[config.mk]
export PLATFORM = sky130hd
export DESIGN_NAME = rx_char_fifo
export DESIGN_NICKNAME = d
export VERILOG_FILES = /design/src/rtl/rxq_pkg.sv /design/src/rtl/rxq_store.sv /design/src/rtl/rxq_idle_timer.sv /design/src/rtl/rx_char_fifo.sv
export SDC_FILE = /design/constraint.sdc
export NUM_CORES = 1
export LEC_CHECK = 0
export BUFFER_PORTS_ARGS = -buffer_cell sky130_fd_sc_hd__buf_2
export CAP_MARGIN = 5
export CORE_MARGIN = 10
export CORE_UTILIZATION = 62
export DETAILED_ROUTE_END_ITERATION = 8
export PLACE_DENSITY = 0.82
export SYNTH_ARGS = -nofsm -noshare
export SYNTH_HDL_FRONTEND = slang
export SYNTH_SLANG_ARGS = --single-unit
[constraint.sdc]
create_clock -name clk -period 4 [get_ports clk]
set_clock_uncertainty 0.2 [all_clocks]
set_input_delay 0.8 -clock clk [delete_from_list [all_inputs] [get_ports clk]]
set_output_delay 0.8 -clock clk [all_outputs]
set_load 0.02 [all_outputs]
[src/rtl/rxq_pkg.sv]
`timescale 1ns/1ps
package rxq_pkg;

    typedef struct packed {
        logic       brk;
        logic       err;
        logic [7:0] data;
    } rxq_entry_t;

    typedef enum logic [1:0] {
        TM_IDLE = 2'd0,
        TM_RUN  = 2'd1,
        TM_FIRE = 2'd2
    } tm_state_t;

    // Fill threshold for each trigger code; codes past 5 saturate.
    function automatic int unsigned trig_level(input logic [2:0] sel);
        case (sel)
            3'd0:    return 1;
            3'd1:    return 4;
            3'd2:    return 8;
            3'd3:    return 16;
            3'd4:    return 32;
            default: return 48;
        endcase
    endfunction

    // Ticks of inactivity per timeout code; 0 means disabled.
    function automatic logic [4:0] idle_limit(input logic [1:0] sel);
        case (sel)
            2'd1:    return 5'd4;
            2'd2:    return 5'd8;
            2'd3:    return 5'd16;
            default: return 5'd0;
        endcase
    endfunction

endpackage

[src/rtl/rxq_store.sv]
`timescale 1ns/1ps
module rxq_store
    import rxq_pkg::*;
#(
    parameter int DEPTH = 64
) (
    input  logic                     clk,
    input  logic                     rst_n,
    input  logic                     wr_req,
    input  rxq_entry_t               wr_entry,
    input  logic                     rd_req,
    output rxq_entry_t               head,
    output logic [$clog2(DEPTH):0]   count,
    output logic                     empty,
    output logic                     ovr_pulse
);
    localparam int AW = $clog2(DEPTH);
    localparam int CW = AW + 1;

    rxq_entry_t     mem [DEPTH];
    logic [AW-1:0]  wr_ptr;
    logic [AW-1:0]  rd_ptr;
    logic           full;
    logic           wr_ok;
    logic           rd_ok;

    assign empty = (count == '0);
    assign full  = (count == CW'(DEPTH));
    assign wr_ok = wr_req && !full;
    assign rd_ok = rd_req && !empty;
    assign head  = mem[rd_ptr];

    always_ff @(posedge clk) begin
        if (wr_ok) begin
            mem[wr_ptr] <= wr_entry;
        end
    end

    always_ff @(posedge clk or negedge rst_n) begin
        if (!rst_n) begin
            wr_ptr    <= '0;
            rd_ptr    <= '0;
            count     <= '0;
            ovr_pulse <= 1'b0;
        end else begin
            ovr_pulse <= wr_req && full;
            if (wr_ok) begin
                wr_ptr <= wr_ptr + AW'(1);
            end
            if (rd_ok) begin
                rd_ptr <= rd_ptr + AW'(1);
            end
            unique case ({wr_ok, rd_ok})
                2'b10:   count <= count + CW'(1);
                2'b01:   count <= count - CW'(1);
                default: count <= count;
            endcase
        end
    end

endmodule

[src/rtl/rxq_idle_timer.sv]
`timescale 1ns/1ps
module rxq_idle_timer
    import rxq_pkg::*;
(
    input  logic       clk,
    input  logic       rst_n,
    input  logic       tick,
    input  logic       activity,
    input  logic       has_data,
    input  logic [4:0] limit,
    output logic       fire
);
    tm_state_t  st;
    tm_state_t  st_nxt;
    logic [4:0] cnt;
    logic       enabled;
    logic       last_tick;

    assign enabled   = (limit != 5'd0);
    assign last_tick = tick && !activity && (cnt == limit - 5'd1);

    // State register
    always_ff @(posedge clk or negedge rst_n) begin
        if (!rst_n) begin
            st <= TM_IDLE;
        end else begin
            st <= st_nxt;
        end
    end

    // Tick counter, live only in TM_RUN
    always_ff @(posedge clk or negedge rst_n) begin
        if (!rst_n) begin
            cnt <= '0;
        end else if (st != TM_RUN || activity) begin
            cnt <= '0;
        end else if (tick) begin
            cnt <= cnt + 5'd1;
        end
    end

    // Next state
    always_comb begin
        st_nxt = st;
        unique case (st)
            TM_IDLE: if (has_data && enabled) st_nxt = TM_RUN;
            TM_RUN: begin
                if (!has_data || !enabled) st_nxt = TM_IDLE;
                else if (last_tick)        st_nxt = TM_FIRE;
            end
            TM_FIRE: begin
                if (!has_data || !enabled) st_nxt = TM_IDLE;
                else if (activity)         st_nxt = TM_RUN;
            end
            default: st_nxt = TM_IDLE;
        endcase
    end

    // Outputs
    always_comb begin
        fire = (st == TM_FIRE);
    end

endmodule

[src/rtl/rx_char_fifo.sv]
`timescale 1ns/1ps
module rx_char_fifo
    import rxq_pkg::*;
#(
    parameter int DEPTH = 64,
    parameter int LVL_W = 8
) (
    input  logic             clk,
    input  logic             rst_n,
    input  logic             in_valid,
    input  logic [7:0]       in_byte,
    input  logic             in_frame_err,
    input  logic             in_break,
    input  logic             char_tick,
    input  logic             rd_en,
    input  logic [2:0]       trig_sel,
    input  logic [1:0]       tmo_sel,
    output logic [10:0]      rd_word,
    output logic [LVL_W-1:0] fill_count,
    output logic             trig_req,
    output logic             tmo_req,
    output logic             overrun
);
    localparam int CW = $clog2(DEPTH) + 1;

    rxq_entry_t    wr_entry;
    rxq_entry_t    head;
    logic [CW-1:0] count;
    logic          empty;

    assign wr_entry = '{brk: in_break, err: in_frame_err, data: in_byte};

    rxq_store #(.DEPTH(DEPTH)) i_store (
        .clk       (clk),
        .rst_n     (rst_n),
        .wr_req    (in_valid),
        .wr_entry  (wr_entry),
        .rd_req    (rd_en),
        .head      (head),
        .count     (count),
        .empty     (empty),
        .ovr_pulse (overrun)
    );

    rxq_idle_timer i_timer (
        .clk      (clk),
        .rst_n    (rst_n),
        .tick     (char_tick),
        .activity (in_valid || (rd_en && !empty)),
        .has_data (!empty),
        .limit    (idle_limit(tmo_sel)),
        .fire     (tmo_req)
    );

    assign rd_word    = empty ? 11'h100 : {head.brk, head.err, 1'b0, head.data};
    assign fill_count = LVL_W'(count);
    assign trig_req   = (int'(count) >= int'(trig_level(trig_sel)));

endmodule

== Word level (Yosys, flattened, before mapping) ==
Memory sizes are Yosys's and may differ from the RTL's.
Index checks and enable logic that the tools add are counted.

* Flip-flop bits (word level): 27
* Latch bits: 0
* Bits in writable memories: 640
* ROM bits: 0
* Bits of input ports: 20
* Output and inout bits: 22
* Word-level logic and storage cells: 65
* Memories: 1

* $add $sub $neg: 6
* Multiply operators: 0
* Div/mod/pow operators: 0
* Order comparisons: 1
* Eq/ne operators: 17
* Shift-type cells: 0
* Multiplexer cells: 14
* Bitwise operators: 0
* Reductions and logical operators: 20

{| class="wikitable"
|+ Memory list
! name !! words !! width !! read ports !! clocked after Yosys merged registers in !! wr ports !! line !! text
|-
| i_store.mem || 64 || 10 || 1 || 0 || 1 || rxq_store.sv:20 || <nowiki>rxq_entry_t mem [DEPTH];</nowiki>
|}

{| class="wikitable"
|+ Operators by type and width
! cell !! number
|-
| $ge A8 B32 Y1 || 1
|-
| $pmux W6 S5 || 1
|-
| $pmux W5 S3 || 1
|-
| $pmux W7 S2 || 1
|-
| $add A6 B1 Y6 const B || 2
|-
| $mux W11 || 1
|-
| $mux W2 || 5
|-
| $mux W5 || 2
|-
| $eq A2 B2 Y1 const B || 4
|-
| $add A7 B1 Y7 const B || 1
|-
| $eq A7 B7 Y1 const B || 1
|-
| $logic_not A7 Y1 || 1
|-
| $sub A7 B1 Y7 const B || 1
|-
| $eq A2 B1 Y1 const B || 3
|-
| $eq A3 B2 Y1 const B || 2
|-
| $logic_and A1 B1 Y1 || 6
|-
| $ne A3 B1 Y1 const B || 2
|-
| $pmux W2 S3 || 1
|-
| $add A5 B1 Y5 const B || 1
|-
| $eq A5 B5 Y1 || 1
|-
| $reduce_bool A5 Y1 || 1
|-
| $sub A5 B1 Y5 const B || 1
|-
| $logic_not A1 Y1 || 4
|-
| $ne A2 B1 Y1 const B || 2
|-
| 8 further kinds || 12
|}

== Longest topological paths before layout ==
* Word-level depth: 10
* Gate-level depth with buffers: 11
* Gate-level depth less buffers: 11

== Cells and area by module ==
Synthesis repeated with hierarchy kept, for this count alone.

* Cell total of the unflattened synthesis: 1374
* Area total of the unflattened synthesis: 26714.4 sq um

{| class="wikitable"
|+ By module, submodules not included
! module !! times used !! cells an instance !! area each (sq um) !! seq. area each (sq um)
|-
| rxq_store || 1 || 1286 || 25978.7 || 19718.9
|-
| rxq_idle_timer || 1 || 48 || 456.7 || 175.2
|-
| rx_char_fifo || 1 || 40 || 279.0 || 0.0
|}

== Least setup slack after synthesis ==
No wires, ideal clock.

* Path kind: input-to-output
* Start: input trig_sel[2]
* End: output trig_req
* Arrival time: 2404 ps
* Data required time: 3000 ps
* Path slack: 596 ps
* Stages on the path: 7
* Path buffers: 0
* Cell sequence: nor3_1 -> ha_1 -> or3b_1 -> a21o_1 -> a21o_1 -> a21o_1 -> a211o_1

* Longest elaborated chain between the ends: 3
* Elaborated cells on any way between the ends: 7
* Those cells by class: 1 x order compare; 4 x eq/ne; 1 x mux; 1 x reduce/logical

{| class="wikitable"
|+ RTL lines
! element !! line !! text
|-
| start, declared || rx_char_fifo.sv:16 || <nowiki>input logic [2:0] trig_sel,</nowiki>
|-
| $eq A3 B3 Y1, or another cell as far along || rxq_pkg.sv:18 || <nowiki>case (sel)</nowiki>
|-
| $pmux W6 S5 (*) || rxq_pkg.sv:18 ||
|-
| $ge A8 B32 Y1 (*) || rx_char_fifo.sv:57 || <nowiki>assign trig_req = (int'(count) >= int'(trig_level(trig_sel)));</nowiki>
|-
| end, declared || rx_char_fifo.sv:20 || <nowiki>output logic trig_req,</nowiki>
|}

Every way passes the cells marked *; elsewhere a longest branch is shown, timed or not.

== Worst setup path after layout ==
* Start: register i_store.rd_ptr[0]
* End: output rd_word[1]

* Longest elaborated chain between the ends: 2

{| class="wikitable"
|+ RTL lines
! element !! line !! text
|-
| start, declared || rxq_store.sv:22 || <nowiki>logic [AW-1:0] rd_ptr;</nowiki>
|-
| start signal, assigned || rxq_store.sv:51 || <nowiki>rd_ptr <= rd_ptr + AW'(1);</nowiki>
|-
| $mem_v2 Z64 W10 || -- ||
|-
| $mux W11 || rx_char_fifo.sv:55 || <nowiki>assign rd_word = empty ? 11'h100 : {head.brk, head.err, 1'b0, head.data};</nowiki>
|-
| end, declared || rx_char_fifo.sv:18 || <nowiki>output logic [10:0] rd_word,</nowiki>
|}

No other way between the ends.

==> parameters.txt <==
Parameter                              Value

Place
  Global placer's final weighted congestion ... 0.850
  Post-DP HPWL ... 36.0 mm
  Buffers on Ports ... 40
  DP Cell Count ... 1,940

Global routing
  Maximum number of pins on one net before global-route repair ... 65
  Wire length of the first global-routing pass ... 94.3 mm
  Vias in the first global route ... 14,400
  Grt ovf ... 0
  Tot GR Track Use ... 0.251
  Number of antenna violations at the first check in global routing ... 1

Critical path
  Crit-path max cell delay ... 0.49 ns
  Arrival time of data at the critical path endpoint ... 3.02 ns
  Reg-to-reg slack, setup ... 0.69 ns
  Setup CP Type ... register to output port
  Path length in cells of the critical path ... 8
  Family with the most delay on the worst path ... compound AO/OA/AOI/OAI gates
  Most frequent CP cell ... buf_8
  Worst reg2reg path startpoint ... i_store.count[3]$_DFFE_PN0P_
  Cell depth of the worst flop-to-flop path ... 12
  Cell-by-cell trace of the critical path ... buf_8, buf_8, mux4_2, a22o_1, a211oi_2, a31o_1, o2bb2ai_2, buf_6
  Crit-path max FO ... 5
  Worst Setup End Kind ... output port
  Worst setup path startpoint ... i_store.rd_ptr[0]$_DFFE_PN0P_
  Critical register-to-register path endpoint ... i_store.count[6]$_DFFE_PN0P_
  Required time of the critical path ... 3.00 ns
  Worst path slowest cell ... mux4_2
  Buffer and inverter count on the worst path ... 3
  Worst setup path endpoint ... rd_word[1]
  Category of the worst setup path launch point ... register

Logic synthesis
  Ys Warns ... 0
  Commonest register cell after synthesis ... edfxtp_1
  Number of different library cells in the post-synthesis netlist ... 66
  Sequential element share of the synthesized area ... 0.746
  Number of synthesized flops with an enable pin ... 640
  Synth Instances ... 1,333
  Syn Std Cell Area ... 0.0267 sq mm
  Post-synthesis sequential element count ... 667
  Synthesized net count ... 1,371
  Mapped Avg Cell Area ... 20.0 sq um
  Synth async-reset ratio ... 0.0405

Floorplanning
  Top-Level Pins ... 42
  Die area ... 0.0517 sq mm
  Starting Density ... 0.631
  Standard-cell rows ... 75
  Die outline height ... 227 um
  Die span in x ... 227 um
  Placeable core area ... 0.0422 sq mm

Clocking
  Clock sink count ... 667
  Clock Tree Root ... clkbuf_16
  Total clock buffers created by CTS ... 61
  Register clock-pin slew on the reported worst setup and hold paths ... 0.07 ns
  Hold_buf cts ... 0
  Max H-tree Level ... 2
  Clock latency on the worst-skew pair ... 0.63 ns
  Clock tree from TritonCTS ... built
  Max Root-Sink Buffers ... 3

Detailed routing
  Via count ... 14,300
  Total length of routed wires ... 64.0 mm
  Detailed-route wire length per cell ... 30.8 um
  Post-route ant nets ... 0
  Routed length on met3 ... 7.66 mm
  Wire length on met1 ... 22.8 mm
  First-pass iteration count of the detailed router ... 5
  Top Layer Used ... met4
  Violation count after the first detailed-route iteration ... 1,980
  Via density ... 6.86
  Met2 wire length ... 31.2 mm
  DRC viols ... 0

STA
  Final setup violation count ... 2
  Part of the cycle the worst path needs ... 1.01
  Final Worst Setup Slack ... -0.0203 ns
  Final number of hold-violating endpoints ... 0
  Worst-Margin Slew ... 1.38 ns
  Pins over their slew limit ... 0
  Unrepaired setup endpoints after global routing ... true
  Setup total negative slack ... -0.0379 ns
  Final worst path period need ... 4.02 ns
  Highest attainable clock frequency ... 249 MHz
  Slew headroom ... 0.0817

Power
  Net switching component of the power ... 0.00699 W
  Maximum resistive drop on vdd ... 0.457 mV
  Switching share of power ... 0.322
  Clock share of power ... 0.276
  Areal power density over the cells ... 707 mW/mm^2
  Internal power component ... 0.0147 W
  Part of the total power dissipated in sequential elements ... 0.383
  Proportion of power drawn by combinational gates ... 0.341
  Leakage ... 10.3 nW

Finish
  Ant diodes ... 0
  Post-Layout Cell Count ... 2,080
  Signed area change from the synthesized netlist to the final layout ... 15.1%
  Fraction of final layout cells with drive strength greater than 1 ... 0.309
  Post-route core utilization ... 0.726
  Net total in the final layout ... 1,530

Outcome
  Failing checks ... setup timing
  Status ... complete, but fails checks

Min path
  Classification of the worst-slack hold path ... input port to async pin

Run
  Max cap viols ... 0
state kept, by name, summed over array words and instances, names as in the netlist:
signal,count
i_store.rd_ptr,6
i_timer.st,2
i_store.mem,640
i_store.wr_ptr,6
i_timer.cnt,5
i_store.ovr_pulse,1
i_store.count,7
final cells by class:
cell class | instances | area, sq um
inverter | 15 | 56.3
multi-input combinational | 576 | 6460
tap | 539 | 674
clock buffer | 75 | 1600
fill | 2290 | 11600
timing repair buffer | 171 | 1530
clock inverter | 37 | 443
sequential | 667 | 19900
synth_stat cells, types with 19 or more instances:
master    number  area, sq um
mux4_2       104         2340
dfrtp_1       27          676
nor2_1        77          289
mux2_2        32          360
mux2i_1       38          380
nand2_1       42          158
edfxtp_1     640        19200
clkbuf_1      21         78.8
a21oi_1       20          100
buf_2         24          120
a22oi_1       32          240
nand3_1       19         95.1
per-layer routing:
metal  vias to the layer above  global-route usage
li1                       5785                   -
met1                      7248               0.340
met2                      1082               0.401
met3                       157              0.0535
met4                         0              0.0862
met5                         -                   0
logic make-up after synthesis:
logic type | synth area share
AOI/OAI and AO/OA | 0.0463
xor gates and xnor gates | 0.00657
adders and majority gates | 0.00873
buffers and inverters | 0.0214
DFF | 0.746
muxes | 0.139
other | 0.000141
and+or+nand+nor | 0.0317
power by group through the flow:
stage	registers [W]	clock network [W]	logic [W]
floorplan	0.00828	0	0.00435
global placement	0.00844	0	0.00606
detailed placement	0.00847	0	0.00617
CTS	0.00831	0.00601	0.00687
global route	0.00833	0.00631	0.00769
finish	0.00831	0.00598	0.00740
worst min path at each step:
stage | start | slack (ns) | depth (start not counted) | endpoint
after global routing | rst_n | 0.05 | 1 | i_timer.st[1]$_DFFE_PN0P_
after global placement | i_store.wr_ptr[2]$_DFFE_PN0P_ | 0.29 | 1 | i_store.wr_ptr[2]$_DFFE_PN0P_
after CTS | rst_n | 0.02 | 1 | i_timer.cnt[1]$_DFFE_PN0P_
final | rst_n | 0.02 | 1 | i_store.wr_ptr[1]$_DFFE_PN0P_
after detailed placement | i_store.wr_ptr[2]$_DFFE_PN0P_ | 0.33 | 1 | i_store.wr_ptr[2]$_DFFE_PN0P_
after floorplan | i_store.rd_ptr[5]$_DFFE_PN0P_ | 0.25 | 1 | i_store.rd_ptr[5]$_DFFE_PN0P_
cells in the final DEF, fill, tap and decap left out, types with 7 or more instances in the layout:
cell,instances
a22oi_2,8
mux2_2,32
mux4_2,108
mux4_1,12
bufinv_16,10
clkinv_1,10
xnor2_1,12
a21oi_1,19
clkinv_2,11
o221ai_1,9
buf_6,7
clkbuf_16,64
buf_2,35
a22o_1,10
buf_4,108
a221oi_2,7
xor2_1,8
ha_1,17
edfxtp_1,640
nor2_1,76
nand3_1,15
a22oi_1,24
nand2_1,42
mux2_4,10
buf_12,7
a221oi_1,13
o21ai_0,7
inv_1,14
dfrtp_1,23
mux2i_1,38
clkbuf_1,12
through the flow:
stage                     power [W]  setup WS [ns]  area, sq um  hold WS (ns)
after floorplan              0.0126          0.596        26700         0.252
after detailed placement     0.0146          0.324        27900         0.334
after global routing         0.0223        -0.0378        30700        0.0452
final                        0.0217        -0.0203        30700        0.0180
after CTS                    0.0212        -0.0204        30400        0.0205
after global placement       0.0145          0.306        27900         0.286
what timing repair did:
item / in CTS / in global routing
setup endpoints to repair: 10 / 10
pin swaps: 10 / 6
cloned: 3 / 3
buffers inserted: 11 / 11
gates resized for setup: 50 / 33
No activity file was read; power rests on OpenSTA's default activity.
